--- config.mk ---
export PLATFORM = sky130hd
export DESIGN_NAME = mbb_bridge
export DESIGN_NICKNAME = d
export VERILOG_FILES = /design/src/rtl/mbb_pkg.sv /design/src/rtl/mbb_bus_ctrl.sv /design/src/rtl/mbb_sel_decode.sv /design/src/rtl/mbb_regs.sv /design/src/rtl/mbb_bridge.sv
export SDC_FILE = /design/constraint.sdc
export NUM_CORES = 1
export LEC_CHECK = 0
export ABC_AREA = 1
export BUFFER_PORTS_ARGS = -buffer_cell sky130_fd_sc_hd__buf_2
export CAP_MARGIN = 20
export CELL_PAD_IN_SITES_DETAIL_PLACEMENT = 2
export CELL_PAD_IN_SITES_GLOBAL_PLACEMENT = 2
export CORE_ASPECT_RATIO = 0.5
export CORE_MARGIN = 1
export CORE_UTILIZATION = 26
export CTS_CLUSTER_SIZE = 20
export DETAILED_ROUTE_END_ITERATION = 7
export PLACE_DENSITY_LB_ADDON = 0.1
export SETUP_SLACK_MARGIN = 0.4
export SKIP_CTS_REPAIR_TIMING = 1
export SKIP_LAST_GASP = 1
export SYNTH_ARGS = -nofsm -noshare
export SYNTH_HDL_FRONTEND = slang
export SYNTH_HIERARCHICAL = 1
export SYNTH_SLANG_ARGS = --single-unit
export TNS_END_PERCENT = 30
--- constraint.sdc ---
create_clock -name clk -period 1.4 [get_ports clk]
set_input_delay 0.21 -clock clk [delete_from_list [all_inputs] [get_ports clk]]
set_output_delay 0.21 -clock clk [all_outputs]
set_load 0.01 [all_outputs]
--- src/rtl/mbb_pkg.sv ---
package mbb_pkg;
  typedef enum logic [1:0] {
    REG_CTRL = 2'd0,
    REG_SEL  = 2'd1,
    REG_ISR  = 2'd2,
    REG_IER  = 2'd3
  } reg_idx_e;

  localparam int unsigned IDX_LSB = 2;
  localparam int unsigned IDX_W   = 2;
endpackage

--- src/rtl/mbb_bus_ctrl.sv ---
module mbb_bus_ctrl
  import mbb_pkg::*;
#(
  parameter int unsigned DW = 32,
  localparam int unsigned NB = DW / 8
) (
  input  logic          clk,
  input  logic          rst_n,
  input  logic [DW-1:0] ad_i,
  input  logic          ale,
  input  logic          cs_n,
  input  logic          rnw,
  input  logic          oe_n,
  input  logic [NB-1:0] bwe_n,
  output reg_idx_e      idx,
  output logic          wr_stb,
  output logic [NB-1:0] wr_be,
  output logic [DW-1:0] wr_data,
  output logic          drive_en,
  output logic          ta_n
);
  reg_idx_e idx_q;
  logic     done_q;
  logic     ta_q;
  logic     access;
  logic     start;

  // Address phase: word index held until the next strobe
  always_ff @(posedge clk or negedge rst_n) begin
    if (!rst_n)   idx_q <= REG_CTRL;
    else if (ale) idx_q <= reg_idx_e'(ad_i[IDX_LSB +: IDX_W]);
  end

  assign access = !cs_n && ((rnw && !oe_n) || (!rnw && !(&bwe_n)));
  assign start  = access && !done_q;

  // One acknowledge per chip-select assertion
  always_ff @(posedge clk or negedge rst_n) begin
    if (!rst_n) begin
      done_q <= 1'b0;
      ta_q   <= 1'b0;
    end else begin
      done_q <= cs_n ? 1'b0 : (done_q || start);
      ta_q   <= start;
    end
  end

  assign idx      = idx_q;
  assign wr_stb   = start && !rnw;
  assign wr_be    = ~bwe_n;
  assign wr_data  = ad_i;
  assign drive_en = rst_n && !cs_n && rnw && !oe_n;
  assign ta_n     = !ta_q;

  // acknowledge lasts one cycle
  assert_ta_single_R3: assert property (@(posedge clk) disable iff (!rst_n)
    !ta_n |=> ta_n);
  // acknowledge only follows a selected cycle
  assert_ta_needs_cs_R9: assert property (@(posedge clk) disable iff (!rst_n)
    $fell(ta_n) |-> $past(!cs_n));
  // no second acknowledge while chip select stays low
  assert_ta_once_R3: assert property (@(posedge clk) disable iff (!rst_n)
    (!ta_n && !cs_n) |=> (cs_n || ta_n));
endmodule

--- src/rtl/mbb_sel_decode.sv ---
module mbb_sel_decode #(
  parameter int unsigned CODE_W  = 4,
  parameter int unsigned NUM_EXT = 7
) (
  input  logic               clk,
  input  logic               rst_n,
  input  logic [CODE_W-1:0]  code,
  output logic               ee_sel_n,
  output logic [NUM_EXT-1:0] ext_sel_n
);
  localparam int unsigned EE_CODE  = 1;
  localparam int unsigned EXT_BASE = 2;

  assign ee_sel_n = !(code == CODE_W'(EE_CODE));

  for (genvar i = 0; i < NUM_EXT; i++) begin : g_ext
    assign ext_sel_n[i] = !(code == CODE_W'(EXT_BASE + i));
  end

  // never two selects at once
  assert_sel_onehot_R6: assert property (@(posedge clk) disable iff (!rst_n)
    $onehot0(~{ee_sel_n, ext_sel_n}));
endmodule

--- src/rtl/mbb_regs.sv ---
module mbb_regs
  import mbb_pkg::*;
#(
  parameter int unsigned DW      = 32,
  parameter int unsigned NUM_IRQ = 8,
  parameter int unsigned SEL_W   = 4,
  localparam int unsigned NB     = DW / 8
) (
  input  logic               clk,
  input  logic               rst_n,
  input  reg_idx_e           idx,
  input  logic               wr_stb,
  input  logic [NB-1:0]      wr_be,
  input  logic [DW-1:0]      wr_data,
  input  logic [NUM_IRQ-1:0] irq_evt,
  output logic [DW-1:0]      rd_data,
  output logic [SEL_W-1:0]   sel_code,
  output logic               irq_n
);
  logic [DW-1:0]      ctrl_q;
  logic [SEL_W-1:0]   sel_q;
  logic [NUM_IRQ-1:0] isr_q;
  logic [NUM_IRQ-1:0] ier_q;
  logic [DW-1:0]      bmask;
  logic [NUM_IRQ-1:0] clr;
  logic               wr_ctrl, wr_sel, wr_isr, wr_ier;

  for (genvar b = 0; b < DW; b++) begin : g_mask
    assign bmask[b] = wr_be[b / 8];
  end

  assign wr_ctrl = wr_stb && (idx == REG_CTRL);
  assign wr_sel  = wr_stb && (idx == REG_SEL) && wr_be[0];
  assign wr_isr  = wr_stb && (idx == REG_ISR);
  assign wr_ier  = wr_stb && (idx == REG_IER);
  assign clr     = wr_isr ? (wr_data[NUM_IRQ-1:0] & bmask[NUM_IRQ-1:0]) : '0;

  always_ff @(posedge clk or negedge rst_n) begin
    if (!rst_n) begin
      ctrl_q <= '0;
      sel_q  <= '0;
      isr_q  <= '0;
      ier_q  <= '0;
    end else begin
      if (wr_ctrl) ctrl_q <= (ctrl_q & ~bmask) | (wr_data & bmask);
      if (wr_sel)  sel_q  <= wr_data[SEL_W-1:0];
      if (wr_ier)  ier_q  <= (ier_q & ~bmask[NUM_IRQ-1:0]) |
                             (wr_data[NUM_IRQ-1:0] & bmask[NUM_IRQ-1:0]);
      isr_q <= (isr_q & ~clr) | irq_evt;
    end
  end

  always_comb begin
    rd_data = '0;
    unique case (idx)
      REG_CTRL: rd_data = ctrl_q;
      REG_SEL:  rd_data[SEL_W-1:0]   = sel_q;
      REG_ISR:  rd_data[NUM_IRQ-1:0] = isr_q;
      REG_IER:  rd_data[NUM_IRQ-1:0] = ier_q;
    endcase
  end

  assign sel_code = sel_q;
  assign irq_n    = !(ctrl_q[0] && |(isr_q & ier_q));

  // flags only drop through a write to the flag register
  assert_isr_sticky_R7: assert property (@(posedge clk) disable iff (!rst_n)
    !wr_isr |=> ((isr_q & $past(isr_q)) == $past(isr_q)));
  // an event always leaves its flag set
  assert_evt_sets_R7: assert property (@(posedge clk) disable iff (!rst_n)
    |irq_evt |=> ((isr_q & $past(irq_evt)) == $past(irq_evt)));
  // control only moves on a write
  assert_ctrl_stable_R5: assert property (@(posedge clk) disable iff (!rst_n)
    !wr_ctrl |=> $stable(ctrl_q));
endmodule

--- src/rtl/mbb_bridge.sv ---
module mbb_bridge
  import mbb_pkg::*;
#(
  parameter int unsigned DW      = 32,
  parameter int unsigned NUM_IRQ = 8,
  parameter int unsigned SEL_W   = 4,
  parameter int unsigned NUM_EXT = 7,
  localparam int unsigned NB     = DW / 8
) (
  input  logic               clk,
  input  logic               rst_n,
  input  logic [DW-1:0]      ad_i,
  output logic [DW-1:0]      ad_o,
  output logic               ad_oe,
  input  logic               ale,
  input  logic               cs_n,
  input  logic               rnw,
  input  logic               oe_n,
  input  logic [NB-1:0]      bwe_n,
  output logic               ta_n,
  output logic               irq_n,
  input  logic [NUM_IRQ-1:0] irq_evt,
  output logic               ee_sel_n,
  output logic [NUM_EXT-1:0] ext_sel_n
);
  reg_idx_e          idx;
  logic              wr_stb;
  logic [NB-1:0]     wr_be;
  logic [DW-1:0]     wr_data;
  logic              drive_en;
  logic [DW-1:0]     rd_data;
  logic [SEL_W-1:0]  sel_code;

  mbb_bus_ctrl #(.DW(DW)) bus_i (
    .clk(clk), .rst_n(rst_n), .ad_i(ad_i), .ale(ale), .cs_n(cs_n),
    .rnw(rnw), .oe_n(oe_n), .bwe_n(bwe_n), .idx(idx), .wr_stb(wr_stb),
    .wr_be(wr_be), .wr_data(wr_data), .drive_en(drive_en), .ta_n(ta_n)
  );

  mbb_regs #(.DW(DW), .NUM_IRQ(NUM_IRQ), .SEL_W(SEL_W)) regs_i (
    .clk(clk), .rst_n(rst_n), .idx(idx), .wr_stb(wr_stb), .wr_be(wr_be),
    .wr_data(wr_data), .irq_evt(irq_evt), .rd_data(rd_data),
    .sel_code(sel_code), .irq_n(irq_n)
  );

  mbb_sel_decode #(.CODE_W(SEL_W), .NUM_EXT(NUM_EXT)) dec_i (
    .clk(clk), .rst_n(rst_n), .code(sel_code),
    .ee_sel_n(ee_sel_n), .ext_sel_n(ext_sel_n)
  );

  assign ad_oe = drive_en;
  assign ad_o  = drive_en ? rd_data : '0;

  // bus released whenever output-enable is high
  assert_hiz_oe_R2: assert property (@(posedge clk) disable iff (!rst_n)
    oe_n |-> !ad_oe);
  // a write acknowledge implies the write strobe came with chip select
  assert_wr_cs_R9: assert property (@(posedge clk) disable iff (!rst_n)
    wr_stb |-> !cs_n);
  // reset keeps the bus undriven
  always_comb begin
    if (!rst_n) assert_hiz_reset_R2: assert (!ad_oe);
  end
endmodule

* After elaboration in Yosys (flattened, before gate mapping)
Cells that the tools add are included.
** Operators by class
- Shift operators :: 0
- Multiply operators :: 0
- Add/sub/neg operators :: 0
- Order comparisons :: 0
- Div/mod/pow operators :: 0
- Reductions and logical operators :: 34
- Muxes and demuxes :: 6
- Equal/unequal tests :: 11
- Bitwise logic cells :: 13
** Operators by type and width (number)
- 32-bit AND :: 2
- 8-bit AND :: 4
- 32-bit two-way mux :: 1
- 32-bit inverter :: 1
- 32-bit OR :: 1
- 24-bit two-way mux :: 1
- 4-bit by 3-bit equality test with 1-bit output (second input constant) :: 4
- 8-bit inverter :: 2
- 8-bit OR :: 2
- 4-bit one-hot mux with 4 select lines :: 1
- 1-bit logical NOT :: 15
- 1-bit logical AND :: 14
- 4-bit one-hot mux with 3 select lines :: 1
- 4-bit by 2-bit equality test with 1-bit output (second input constant) :: 2
- 8-bit two-way mux :: 1
- 8-bit OR reduction :: 1
- 2-bit equality test (second input constant) :: 2
- 4-bit by 1-bit equality test with 1-bit output (second input constant) :: 1
- 4-bit equality test (second input constant) :: 1
- 4-bit inverter :: 1
- 4-bit AND reduction :: 1
- 2-bit by 1-bit equality test with 1-bit output (second input constant) :: 1
- 2-bit logical NOT :: 1
- 1-bit logical OR :: 2
- 1-bit two-way mux :: 1
** Word-level totals
- Register bits :: 56
- Memories kept :: 0
- Latch bits :: 0
- Output and inout port bits :: 43
- Input port bits :: 50
- Bits in read-only memories :: 0
- Bits in writable memories :: 0

* Depth between registers and ports, before layout
- Word-level depth :: 12
- Depth in mapped cells :: 9
- Gate-level depth less buffers :: 8

* Hierarchy
Netlist, hierarchy kept.
** By module, submodules not included
- mbb_regs :: cells an instance 335, instances 1, area an instance 2600.0 um^2
- mbb_bus_ctrl :: cells an instance 57, instances 1, area an instance 461.7 um^2
- mbb_bridge :: cells an instance 67, instances 1, area an instance 274.0 um^2
- mbb_sel_decode :: cells an instance 20, instances 1, area an instance 77.6 um^2

* Worst setup path after synthesis
Ideal clock, no wire load.
- Kind :: flip-flop to output port
- Start point :: register bus_i.idx_q[1] (netlist: bus_i/idx[1])
- End point :: output ad_o[29]
- Path buffers :: 2
- Data required time :: 1.190 ns
- Data arrival time :: 1.266 ns
- Slack :: -0.076 ns
- Cell stages (with the launch flop) :: 8
- Path through :: dfrtp_1 > buf_4 > nor2_8 > inv_2 > clkbuf_1 > nor2_1 > nand2_1 > inv_1
** On the way
- Word-level cells in the longest chain between the ends :: 3
** Ends and longest elaborated chain
- start: declaration :: RTL line mbb_bus_ctrl.sv:22 : reg_idx_e idx_q;
- start signal: assignment :: RTL line mbb_bus_ctrl.sv:31 : else if (ale) idx_q <= reg_idx_e'(ad_i[IDX_LSB +: IDX_W]);
- 2-bit logical NOT :: RTL line mbb_regs.sv:55 : unique case (idx)
- 24-bit two-way mux :: RTL line mbb_regs.sv:55
- via rd_data[29] :: RTL line mbb_bridge.sv:31 : logic [DW-1:0] rd_data;
- 32-bit two-way mux :: RTL line mbb_bridge.sv:52 : assign ad_o = drive_en ? rd_data : '0;
- end: declaration :: RTL line mbb_bridge.sv:13 : output logic [DW-1:0] ad_o,
The timed path passes the listed nets, and every way through them passes these cells.

* Worst setup path after layout
- Start point :: register bus_i.idx_q[1] (netlist: bus_i/idx[1])
- End point :: output ad_o[5]
** On the way
- Word-level cells in the longest chain between the ends :: 3
- Elaborated cells between the ends (all ways) :: 5
- Classes of those cells :: 2 x eq/ne; 2 x mux; 1 x reduce/logical
** Ends and longest elaborated chain (RTL line)
- 2-bit equality test or 2-bit logical NOT (tied branches) :: mbb_regs.sv:55
- 4-bit one-hot mux with 3 select lines * :: mbb_regs.sv:55
- via rd_data[5] :: mbb_bridge.sv:31
- 32-bit two-way mux * :: mbb_bridge.sv:52
Mark *: on every way through the listed nets, which the timed path passes. The rest lies on a longest branch.

==> impl_metrics.py <==
metrics = {
    "outcome": {
        "outcome": "finished with violations",
        "violations": "negative setup slack",
    },
    "clocking": {
        "path_clk_slew_ns": 0.08,
        "h-tree-depth": 2,
        "cts_tree": "built",
        "cts_inserted_buffers": 5,
        "clockRootBuffer": "clkbuf_16",
        "clk_latency_ns": 0.29,
        "cts_sinks": 56,
        "cts_buffer_depth": 2,
    },
    "synth": {
        "synthAdderAreaFrac_pct": 0,
        "synth_cell_types": 26,
        "synth_compound_area_share_pct": 7.70,
        "syn-num-nets": 529,
        "yosysTopAreaCell": "dfrtp_1",
        "yosys-top-cells-count": "143 x nand2_1, 108 x inv_1, 56 x dfrtp_1",
        "ys_warn_count": 6,
        "synth_edf_count": 0,
        "synth-seq-area-share_pct": 41.1,
        "synthMuxAreaShare_pct": 0.660,
        "synthCells": 479,
        "synth-xor-area-share_pct": 0,
        "async_flop_share_pct": 100,
        "synth_simple_gate_area_share_pct": 27.7,
        "syn_avg_cell_area_um2": 7.13,
        "synth_area_leaders": "dfrtp_1 41%, nand2_1 16%, inv_1 12%, buf_4 7.5%, o21ai_1 4.4%",
        "synth_seq_cells": 56,
        "synth_top_area_share_pct": 41.1,
        "syn_area_um2": 3410,
        "ys.flop_type": "dfrtp_1",
        "yosysMostFrequentCell": "nand2_1",
        "synth_top_family_by_area": "simple AND/OR/NAND/NOR gates",
    },
    "timing": {
        "drv_slew": 0,
        "setup_tns_ns": -10.22,
        "setup_viol": 49,
        "worst_hold_slack_ns": 0.0925,
        "fin_ws_ns": -0.328,
        "hold_viol": 0,
        "fin_skew_ns": 0.00692,
        "relSlewSlack_pct": 48.9,
        "rsz0062_at_grt": "true",
        "fmax_mhz": 579,
        "worst_pin_slew_ns": 0.766,
        "fin_crit_ns": 1.73,
        "period_share_pct": 123,
    },
    "min_path": {
        "hold_depth": 3,
        "hp-class": "in2reg",
    },
    "worst_setup_path": {
        "critical_path_arrival_ns": 1.52,
        "crit_type": "reg2out",
        "cp.required_ns": 1.19,
        "path_cells": "buf_6 -> nor2_8 -> buf_12 -> nand2_1 -> o211ai_1 -> nand2_1 -> inv_2 -> buf_6",
        "slowest_stage": "dfrtp_1",
        "regToRegSetupSlack_ns": -0.10,
        "crit_path_end_kind": "primary output",
        "cp-start-kind": "flip-flop",
        "reg2reg_depth": 7,
        "crit_fanout": 6,
        "slowest_delay_ns": 0.41,
    },
    "power_and_ir_drop": {
        "comb_power_share_pct": 21.6,
        "internal-power_mw": 3.59,
        "vdd_drop_max_mv": 0.570,
        "clkPwrFrac_pct": 36.1,
        "switching_power_mw": 1.44,
        "swShare_pct": 28.6,
        "p_leak_nw": 2.44,
        "power_density_nw_per_um2": 1170,
        "p_total_mw": 5.03,
        "seqPwrFrac_pct": 42.3,
    },
    "finish": {
        "area_growth_pct": 25.8,
        "stdcell_area_um2": 4300,
        "fillCellCount": 1562,
        "drive_gt1_share_pct": 33.6,
        "final_cell_count_no_fill": 731,
        "final_util_pct": 33.7,
        "final_nets": 609,
    },
    "floorplanning": {
        "initial_core_util_pct": 26.8,
        "die_w_um": 164,
        "die_y_um": 83.0,
        "row_count": 29,
        "dieArea_um2": 13600,
        "core-area_um2": 12700,
        "io_pins": 93,
    },
    "drt": {
        "firstDrtPassIters": 4,
        "drc_errors": 0,
        "wire_per_inst_um": 12.7,
        "viasPerCell": 4.15,
        "routed_wl_um": 9320,
        "dr.first_iter.drc_count": 77,
        "vias": 3032,
        "ant_nets": 0,
    },
    "global_routing": {
        "globalRouteTotalUtil_pct": 14.9,
        "grt_max_degree": 57,
        "overflow": 0,
        "grt_pass1_wl_um": 15900,
        "antenna_found_initial": 1,
        "grt_pass1_vias": 3194,
    },
    "placement": {
        "place_hpwl_um": 7120,
        "gp_congestion": 0.738,
        "port-buffer-count": 92,
        "dp_slack_ns": -0.0385,
        "numPlacedInstances": 719,
        "place_area_um2": 3980,
    },
    "run": {
        "maxCapViolCount": 0,
    },
}
==> placed cells by master (no fill, tap or decap), drive strengths merged <==
master and n:
nand2 146, buf 119, inv 113, dfrtp 56
o21ai 41, nor2 37, nand3 24, nand4 6
clkbuf 6, o211ai 4, bufinv 3, mux2 2
diode 1, a21oi 1, or2 1, nor3 1
==> routing by layer <==
metal	vias up	part of all wire [%]	GRT usage (%)
li1	1540	-	-
met1	1439	49	20.0
met2	51	47	24.8
met3	2	3.6	3.50
met4	0	0.43	2.02
met5	-	0	0
==> cell families (layout without fill, tap and decap cells) <==
logic type | Yosys count | after routing
simple gates | 215 | 215
mux | 2 | 2
other cells | 0 | 1
flops | 56 | 56
buf+inv | 160 | 241
compound gates | 46 | 46
==> critical path, delay by kind of cell (launching register included) <==
family,cells,cell delay [ns]
AOI/OAI and AO/OA,1,0.07
buffers and inverters,4,0.43
DFF,1,0.41
and+or+nand+nor,3,0.31
==> power by group through the flow <==
stage | combinational, mW | sequential (mW) | clock (mW)
final | 1.09 | 2.12 | 1.81
after global routing | 1.27 | 2.17 | 1.95
after CTS | 1.08 | 2.12 | 1.88
after detailed placement | 1.07 | 2.16 | 0
after global placement | 1.04 | 2.14 | 0
after floorplan | 0.764 | 2.09 | 0
==> final cells by class <==
type	count	area (µm²)	area share (%)
timing repair buffer	120	758	17.7
clock buffer	5	125	2.91
multi-input combinational	263	1270	29.7
sequential	56	1400	32.7
clock inverter	3	90.1	2.10
antenna	1	2.50	0.0583
inverter	113	429	9.99
tap	170	213	4.95
==> final timing paths <==
kind	startpoint	endpoint
max reg2reg	bus_i/idx[1]$_DFFE_PN0P_	flip-flop
min in group asynchronous	rst_n	regs_i/sel_code[2]$_DFFE_PN0P_
max in group asynchronous	rst_n	bus_i/idx[0]$_DFFE_PN0P_
min reg2reg	flip-flop	flip-flop
min	irq_evt[5]	regs_i/isr_q[5]$_DFF_PN0_
max	bus_i/idx[1]$_DFFE_PN0P_	ad_o[5]
(Power assumes the default switching activity.)
